## src/rtl/and_disp_pkg.sv

```systemverilog
package and_disp_pkg;
    localparam int OP_W  = 8;
    localparam int NIB_W = 4;
    localparam int SEG_W = 7;
    localparam int N_DIG = 8;
    localparam int N_KEY = 4;
    localparam int NIBS  = OP_W / NIB_W;

    // key roles (bit index inside the key vector)
    localparam int K_LD_A = 3;
    localparam int K_LD_B = 2;
    localparam int K_LD_R = 1;

    typedef logic [OP_W-1:0]  op_t;
    typedef logic [SEG_W-1:0] seg_t;

    typedef struct packed {
        op_t a;
        op_t b;
        op_t r;
    } regs_t;

    localparam seg_t SEG_DARK = '1;

    // lit pattern {g,f,e,d,c,b,a}, returned inverted (0 = lit)
    function automatic seg_t nib_to_seg(input logic [NIB_W-1:0] n);
        seg_t lit;
        case (n)
            4'h0: lit = 7'h3F;
            4'h1: lit = 7'h06;
            4'h2: lit = 7'h5B;
            4'h3: lit = 7'h4F;
            4'h4: lit = 7'h66;
            4'h5: lit = 7'h6D;
            4'h6: lit = 7'h7D;
            4'h7: lit = 7'h07;
            4'h8: lit = 7'h7F;
            4'h9: lit = 7'h67;
            4'hA: lit = 7'h77;
            4'hB: lit = 7'h7C;
            4'hC: lit = 7'h39;
            4'hD: lit = 7'h5E;
            4'hE: lit = 7'h79;
            default: lit = 7'h71;
        endcase
        return ~lit;
    endfunction
endpackage

```

## src/rtl/key_edge.sv

```systemverilog
module key_edge #(
    parameter int N      = 4,
    parameter int STAGES = 2
) (
    input  logic         clk,
    input  logic         rst,
    input  logic [N-1:0] key_n,
    output logic [N-1:0] fall
);
    typedef struct packed {
        logic [STAGES-1:0][N-1:0] sync;
        logic [N-1:0]             prev;
    } ke_t;

    ke_t st_d, st_q;

    always_comb begin
        st_d         = st_q;
        st_d.sync[0] = key_n;
        for (int i = 1; i < STAGES; i++) begin
            st_d.sync[i] = st_q.sync[i-1];
        end
        st_d.prev = st_q.sync[STAGES-1];
        if (rst) begin
            st_d = '1;   // released keys read high
        end
    end

    always_ff @(posedge clk) begin
        st_q <= st_d;
    end

    assign fall = st_q.prev & ~st_q.sync[STAGES-1];

    // one strobe per press, never two cycles in a row on one key
    a_r6_single_strobe: assert property (@(posedge clk) disable iff (rst)
        (fall != '0) |=> ((fall & $past(fall)) == '0));
endmodule

```

## src/rtl/op_regs.sv

```systemverilog
module op_regs
    import and_disp_pkg::*;
(
    input  logic             clk,
    input  logic             rst,
    input  op_t              sw,
    input  logic [N_KEY-1:0] ld,
    output regs_t            regs
);
    regs_t rg_d, rg_q;

    always_comb begin
        rg_d = rg_q;
        if (ld[K_LD_A]) rg_d.a = sw;
        if (ld[K_LD_B]) rg_d.b = sw;
        if (ld[K_LD_R]) rg_d.r = rg_q.a & rg_q.b;
        if (rst)        rg_d = '0;
    end

    always_ff @(posedge clk) begin
        rg_q <= rg_d;
    end

    assign regs = rg_q;

    a_r1_load_a: assert property (@(posedge clk) disable iff (rst)
        ld[K_LD_A] |=> (rg_q.a == $past(sw)));
    a_r2_load_b: assert property (@(posedge clk) disable iff (rst)
        ld[K_LD_B] |=> (rg_q.b == $past(sw)));
    // result takes the operands held before the load cycle
    a_r3_and_old: assert property (@(posedge clk) disable iff (rst)
        ld[K_LD_R] |=> (rg_q.r == ($past(rg_q.a) & $past(rg_q.b))));
    a_r6_hold_a: assert property (@(posedge clk) disable iff (rst)
        !ld[K_LD_A] |=> $stable(rg_q.a));
    a_r9_key0_idle: assert property (@(posedge clk) disable iff (rst)
        (ld == 4'b0001) |=> $stable(rg_q));
    a_r7_reset_clear: assert property (@(posedge clk)
        rst |=> (rg_q == '0));
endmodule

```

## src/rtl/hex_digit.sv

```systemverilog
module hex_digit
    import and_disp_pkg::*;
(
    input  logic [NIB_W-1:0] nib,
    output seg_t             seg_n
);
    assign seg_n = nib_to_seg(nib);

    // every hex glyph lights at least two segments
    always_comb begin
        a_r5_min_lit: assert ($countones(~seg_n) >= 2);
    end
endmodule

```

## src/rtl/and_disp_top.sv

```systemverilog
module and_disp_top
    import and_disp_pkg::*;
#(
    parameter int SYNC_STAGES = 2
) (
    input  logic             clk,
    input  logic             rst,
    input  logic [N_KEY-1:0] key_n,
    input  logic [OP_W-1:0]  sw,
    output logic [SEG_W-1:0] seg0,
    output logic [SEG_W-1:0] seg1,
    output logic [SEG_W-1:0] seg2,
    output logic [SEG_W-1:0] seg3,
    output logic [SEG_W-1:0] seg4,
    output logic [SEG_W-1:0] seg5,
    output logic [SEG_W-1:0] seg6,
    output logic [SEG_W-1:0] seg7
);
    localparam int R_BASE = 0;
    localparam int B_BASE = 4;
    localparam int A_BASE = 6;

    logic [N_KEY-1:0] strobe;
    regs_t            regs;
    seg_t             segs [N_DIG];

    key_edge #(.N(N_KEY), .STAGES(SYNC_STAGES)) u_keys (
        .clk   (clk),
        .rst   (rst),
        .key_n (key_n),
        .fall  (strobe)
    );

    op_regs u_regs (
        .clk  (clk),
        .rst  (rst),
        .sw   (sw),
        .ld   (strobe),
        .regs (regs)
    );

    for (genvar g = 0; g < N_DIG; g++) begin : g_dig
        if (g >= A_BASE && g < A_BASE + NIBS) begin : g_a
            hex_digit u_hd (.nib(regs.a[(g-A_BASE)*NIB_W +: NIB_W]), .seg_n(segs[g]));
        end else if (g >= B_BASE && g < B_BASE + NIBS) begin : g_b
            hex_digit u_hd (.nib(regs.b[(g-B_BASE)*NIB_W +: NIB_W]), .seg_n(segs[g]));
        end else if (g >= R_BASE && g < R_BASE + NIBS) begin : g_r
            hex_digit u_hd (.nib(regs.r[(g-R_BASE)*NIB_W +: NIB_W]), .seg_n(segs[g]));
        end else begin : g_dark
            assign segs[g] = SEG_DARK;
        end
    end

    assign seg0 = segs[0];
    assign seg1 = segs[1];
    assign seg2 = segs[2];
    assign seg3 = segs[3];
    assign seg4 = segs[4];
    assign seg5 = segs[5];
    assign seg6 = segs[6];
    assign seg7 = segs[7];
endmodule

```

## config.mk

```make
export PLATFORM = sky130hd
export DESIGN_NAME = and_disp_top
export DESIGN_NICKNAME = d
export VERILOG_FILES = /design/src/rtl/and_disp_pkg.sv /design/src/rtl/key_edge.sv /design/src/rtl/op_regs.sv /design/src/rtl/hex_digit.sv /design/src/rtl/and_disp_top.sv
export SDC_FILE = /design/constraint.sdc
export NUM_CORES = 1
export LEC_CHECK = 0
export BUFFER_PORTS_ARGS = -buffer_cell sky130_fd_sc_hd__buf_2
export CORE_UTILIZATION = 54
export CTS_CLUSTER_SIZE = 24
export DETAILED_ROUTE_END_ITERATION = 10
export GPL_ROUTABILITY_DRIVEN = 1
export PLACE_DENSITY = 0.77
export SETUP_SLACK_MARGIN = 0.2
export SYNTH_ARGS = -nofsm -noshare
export SYNTH_HDL_FRONTEND = slang
export SYNTH_SLANG_ARGS = --single-unit
export TNS_END_PERCENT = 20
```

## constraint.sdc

```tcl
create_clock -name clk -period 6.25 [get_ports clk]
set_input_delay 0 -clock clk [delete_from_list [all_inputs] [get_ports clk]]
set_output_delay 0 -clock clk [all_outputs]
set_load 0.01 [all_outputs]
```

==> impl_metrics.xml <==
<?xml version="1.0" encoding="UTF-8"?>
<metrics>
  <group name="cells_and_area">
    <metric name="fillers" unit="">713</metric>
    <metric name="antenna_cells" unit="">0</metric>
    <metric name="most-common-layout-cells" unit="">sky130_fd_sc_hd__inv_1, sky130_fd_sc_hd__dfxtp_1, sky130_fd_sc_hd__buf_2</metric>
    <metric name="final-instance-count-excl-fill" unit="">635</metric>
    <metric name="register_area" unit="um^2">1500</metric>
    <metric name="multiInputGateArea" unit="um^2">2340</metric>
    <metric name="mostFrequentLayoutCell" unit="">sky130_fd_sc_hd__inv_1</metric>
    <metric name="flow.area_growth_from_synthesis" unit="%">9.45</metric>
    <metric name="final_net_count" unit="">584</metric>
    <metric name="final_layout_size_suffix_gt1_frac" unit="">0.210</metric>
  </group>
  <group name="pwr">
    <metric name="p_sw_frac" unit="">0.273</metric>
    <metric name="powerDensity" unit="nW/um^2">196</metric>
    <metric name="power.share.clock" unit="">0.351</metric>
    <metric name="p_sw" unit="mW">0.256</metric>
    <metric name="share_seq_of_total_power" unit="">0.536</metric>
    <metric name="leakage" unit="nW">2.44</metric>
    <metric name="p_int" unit="mW">0.682</metric>
    <metric name="comb_power_share" unit="">0.113</metric>
    <metric name="vdd_ir_drop_max" unit="uV">128</metric>
  </group>
  <group name="sta">
    <metric name="timing.fmax" unit="MHz">396</metric>
    <metric name="fin_tns_setup" unit="ns">0</metric>
    <metric name="tightest_slew" unit="ns">1.08</metric>
    <metric name="finalCriticalPeriod" unit="ns">2.53</metric>
    <metric name="rsz0062_at_grt" unit="">no</metric>
    <metric name="relSlewSlack" unit="">0.258</metric>
    <metric name="min_period_over_period" unit="">0.404</metric>
    <metric name="setup-violations-final" unit="">0</metric>
    <metric name="slew_viol_final" unit="">0</metric>
    <metric name="finalClockSkew" unit="ns">0.00627</metric>
    <metric name="hold_violations" unit="">0</metric>
  </group>
  <group name="worst_setup_path">
    <metric name="cp.required" unit="ns">6.46</metric>
    <metric name="cp-end-kind" unit="">flip-flop</metric>
    <metric name="regToRegStartpoint" unit="">u_keys.st_q[2]</metric>
    <metric name="rrSetupSlack" unit="ns">3.72</metric>
    <metric name="max_fanout_on_critical_path" unit="">7</metric>
    <metric name="worst_ep_arrival_time" unit="ns">2.74</metric>
    <metric name="worst-r2r-cell-count" unit="">7</metric>
    <metric name="worst-setup-path-type" unit="">flip-flop to flip-flop</metric>
    <metric name="startpoint_type" unit="">flip-flop</metric>
  </group>
  <group name="synth">
    <metric name="yosysUniqueCellTypes" unit="">57</metric>
    <metric name="yosys.area.top_type_share" unit="">0.343</metric>
    <metric name="seq_area_frac_synth" unit="">0.343</metric>
    <metric name="post_synthesis_cell_area" unit="um^2">4380</metric>
    <metric name="syn_avg_cell_area" unit="um^2">9.13</metric>
    <metric name="number_of_flops_mapped_to_enable_cells_by_yosys" unit="">0</metric>
    <metric name="yosys_warn_count" unit="">0</metric>
    <metric name="syn_inst" unit="">480</metric>
    <metric name="synth_top_area_cell" unit="">sky130_fd_sc_hd__dfxtp_1</metric>
    <metric name="ys_ff_latch" unit="">75</metric>
    <metric name="ys_dominant_reg_cell" unit="">sky130_fd_sc_hd__dfxtp_1</metric>
    <metric name="synth.area.top_cells" unit="">sky130_fd_sc_hd__dfxtp_1, sky130_fd_sc_hd__ha_1, sky130_fd_sc_hd__inv_1</metric>
    <metric name="async_reset_ff_frac" unit="">0</metric>
  </group>
  <group name="cts">
    <metric name="clock_latency" unit="ns">0.35</metric>
    <metric name="htree_num_levels" unit="">3</metric>
    <metric name="tritoncts" unit="">built</metric>
    <metric name="cts.reportedPaths.clkPinSlew" unit="ns">0.08</metric>
    <metric name="cts_hold_buffers" unit="">5</metric>
    <metric name="number_of_buffers_added_by_the_clock_tree_synthesis_step" unit="">9</metric>
    <metric name="post_cts.resized_instances" unit="">0</metric>
    <metric name="clock_sink_count" unit="">75</metric>
    <metric name="root_buf_cell" unit="">sky130_fd_sc_hd__clkbuf_8</metric>
    <metric name="cts_buffer_depth" unit="">2</metric>
    <metric name="post-cts-setup-buffer-count" unit="">0</metric>
  </group>
  <group name="die">
    <metric name="die_h" unit="um">92.1</metric>
    <metric name="fp.dieW" unit="um">92.1</metric>
    <metric name="initial_standard_cell_utilization_of_the_core" unit="">0.564</metric>
    <metric name="ioPinCount" unit="">70</metric>
    <metric name="core_area" unit="um^2">7770</metric>
    <metric name="floorplan.die_area" unit="um^2">8480</metric>
    <metric name="row_count" unit="">32</metric>
  </group>
  <group name="route">
    <metric name="drt-total-wl" unit="mm">8.27</metric>
    <metric name="vias" unit="">3372</metric>
    <metric name="detail_route.first_pass.iterations" unit="">5</metric>
    <metric name="detail_route.iter0.violations" unit="">128</metric>
    <metric name="drt.antenna.violating_nets" unit="">0</metric>
    <metric name="routed_wire_length_per_instance" unit="um">13.0</metric>
    <metric name="drt-vias-per-instance" unit="">5.31</metric>
    <metric name="drc_errors" unit="">0</metric>
  </group>
  <group name="global_route">
    <metric name="grt_pass1_wl" unit="mm">13.6</metric>
    <metric name="antenna_violations_before_repair" unit="">0</metric>
    <metric name="grt_max_degree" unit="">66</metric>
    <metric name="first_global_vias" unit="">2940</metric>
    <metric name="grt.overflow.total" unit="">0</metric>
    <metric name="grt.total_usage" unit="">0.200</metric>
  </group>
  <group name="placed_design">
    <metric name="placedCellCount" unit="">614</metric>
    <metric name="place.port_buffers" unit="">54</metric>
    <metric name="place_congestion" unit="">0.880</metric>
    <metric name="hpwlAfterDp" unit="mm">6.00</metric>
  </group>
  <group name="run">
    <metric name="cap_viol_max_count" unit="">0</metric>
  </group>
  <group name="outcome">
    <metric name="outcome" unit="">completed</metric>
  </group>
  <group name="worst_hold_path">
    <metric name="worst_hold_path_stage_count" unit="">3</metric>
    <metric name="whs_endpoint" unit="">u_regs.regs[8]</metric>
    <metric name="hold_class" unit="">primary input to flip-flop</metric>
    <metric name="holdCritStartpoint" unit="">sw[0]</metric>
  </group>
</metrics>
==> layer usage <==
| layer | track usage | vias up | share of wire |
|---|---|---|---|
| met1 | 0.259 | 1579 | 0.47 |
| li1 | - | 1684 | - |
| met4 | 0.0872 | 0 | 0.016 |
| met3 | 0.0315 | 10 | 0.044 |
| met2 | 0.327 | 99 | 0.47 |
| met5 | 0 | - | 0 |
==> worst max path at each step <==
stage / startpoint / end / slack, ns
CTS: u_keys.st_q[2] / flip-flop / 3.70
finish: u_keys.st_q[2] / flip-flop / 3.72
global placement: rst / flip-flop / 3.71
detailed placement: rst / flip-flop / 3.67
global route: u_keys.st_q[2] / flip-flop / 3.48
floorplan: u_keys.st_q[11] / flip-flop / 4.27
==> per-stage QoR <==
stage / instance area [um^2] / worst slack (ns) / utilization / power, mW / hold slack, ns
floorplan: 4430 / 4.27 / - / 0.600 / 0.104
global placement: 4580 / 3.71 / 0.589 / 0.615 / 0.185
detailed placement: 4580 / 3.67 / 0.589 / 0.617 / 0.186
CTS: 4790 / 3.70 / 0.617 / 0.944 / 0.0957
global route: 4790 / 3.48 / 0.617 / 0.979 / 0.130
finish: 4790 / 3.72 / 0.617 / 0.938 / 0.101
==> worst max-delay path, cell delays in order (launching register included) <==
cell and delay [ns]:
sky130_fd_sc_hd__dfxtp_1 0.34, sky130_fd_sc_hd__nor2b_1 0.65, sky130_fd_sc_hd__nand2_1 0.17, sky130_fd_sc_hd__a21oi_1 0.44, sky130_fd_sc_hd__inv_1 0.18, sky130_fd_sc_hd__ha_1 0.35, sky130_fd_sc_hd__mux2i_1 0.16, sky130_fd_sc_hd__mux2i_1 0.09
==> cell usage after synthesis, drive strengths merged, types with 3 or more instances <==
cell / instances
a211oi: 7
a21boi: 3
a21o: 8
a21oi: 10
a22oi: 13
a2bb2oi: 4
a31o: 7
a31oi: 11
buf: 31
clkbuf: 5
dfxtp: 75
ha: 42
inv: 85
mux2: 8
mux2i: 24
nand2: 20
nand2b: 27
nand3: 8
nand4b: 6
nor2: 11
nor2b: 3
nor3: 9
nor4bb: 3
o211ai: 6
o21ai: 11
o22a: 4
o32ai: 3
or2: 9
xnor2: 4
==> power groups by stage <==
stage | logic, mW | registers [mW] | clock network [mW]
2_1_floorplan | 0.0879 | 0.512 | 0
3_3_place_gp | 0.101 | 0.514 | 0
3_5_place_dp | 0.103 | 0.515 | 0
4_1_cts | 0.106 | 0.503 | 0.335
5_1_grt | 0.117 | 0.505 | 0.356
6_report | 0.106 | 0.503 | 0.329
==> cell type report <==
type / instances / share of cell area
Inverter: 86 / 0.0689
Tap cell: 102 / 0.0266
Timing Repair Buffer: 60 / 0.0684
Clock buffer: 9 / 0.0258
Clock inverter: 7 / 0.00939
Multi-Input combinational cell: 296 / 0.488
Sequential cell: 75 / 0.313
==> cells by family after synthesis <==
group | synth area share
mux | 0.0894
compound gates | 0.166
xor+xnor | 0.00800
buf+inv | 0.135
other cells | 0.000856
fa+ha+maj | 0.120
simple gates | 0.139
flops | 0.343
Note: power is estimated with default switching activity, not from simulation.
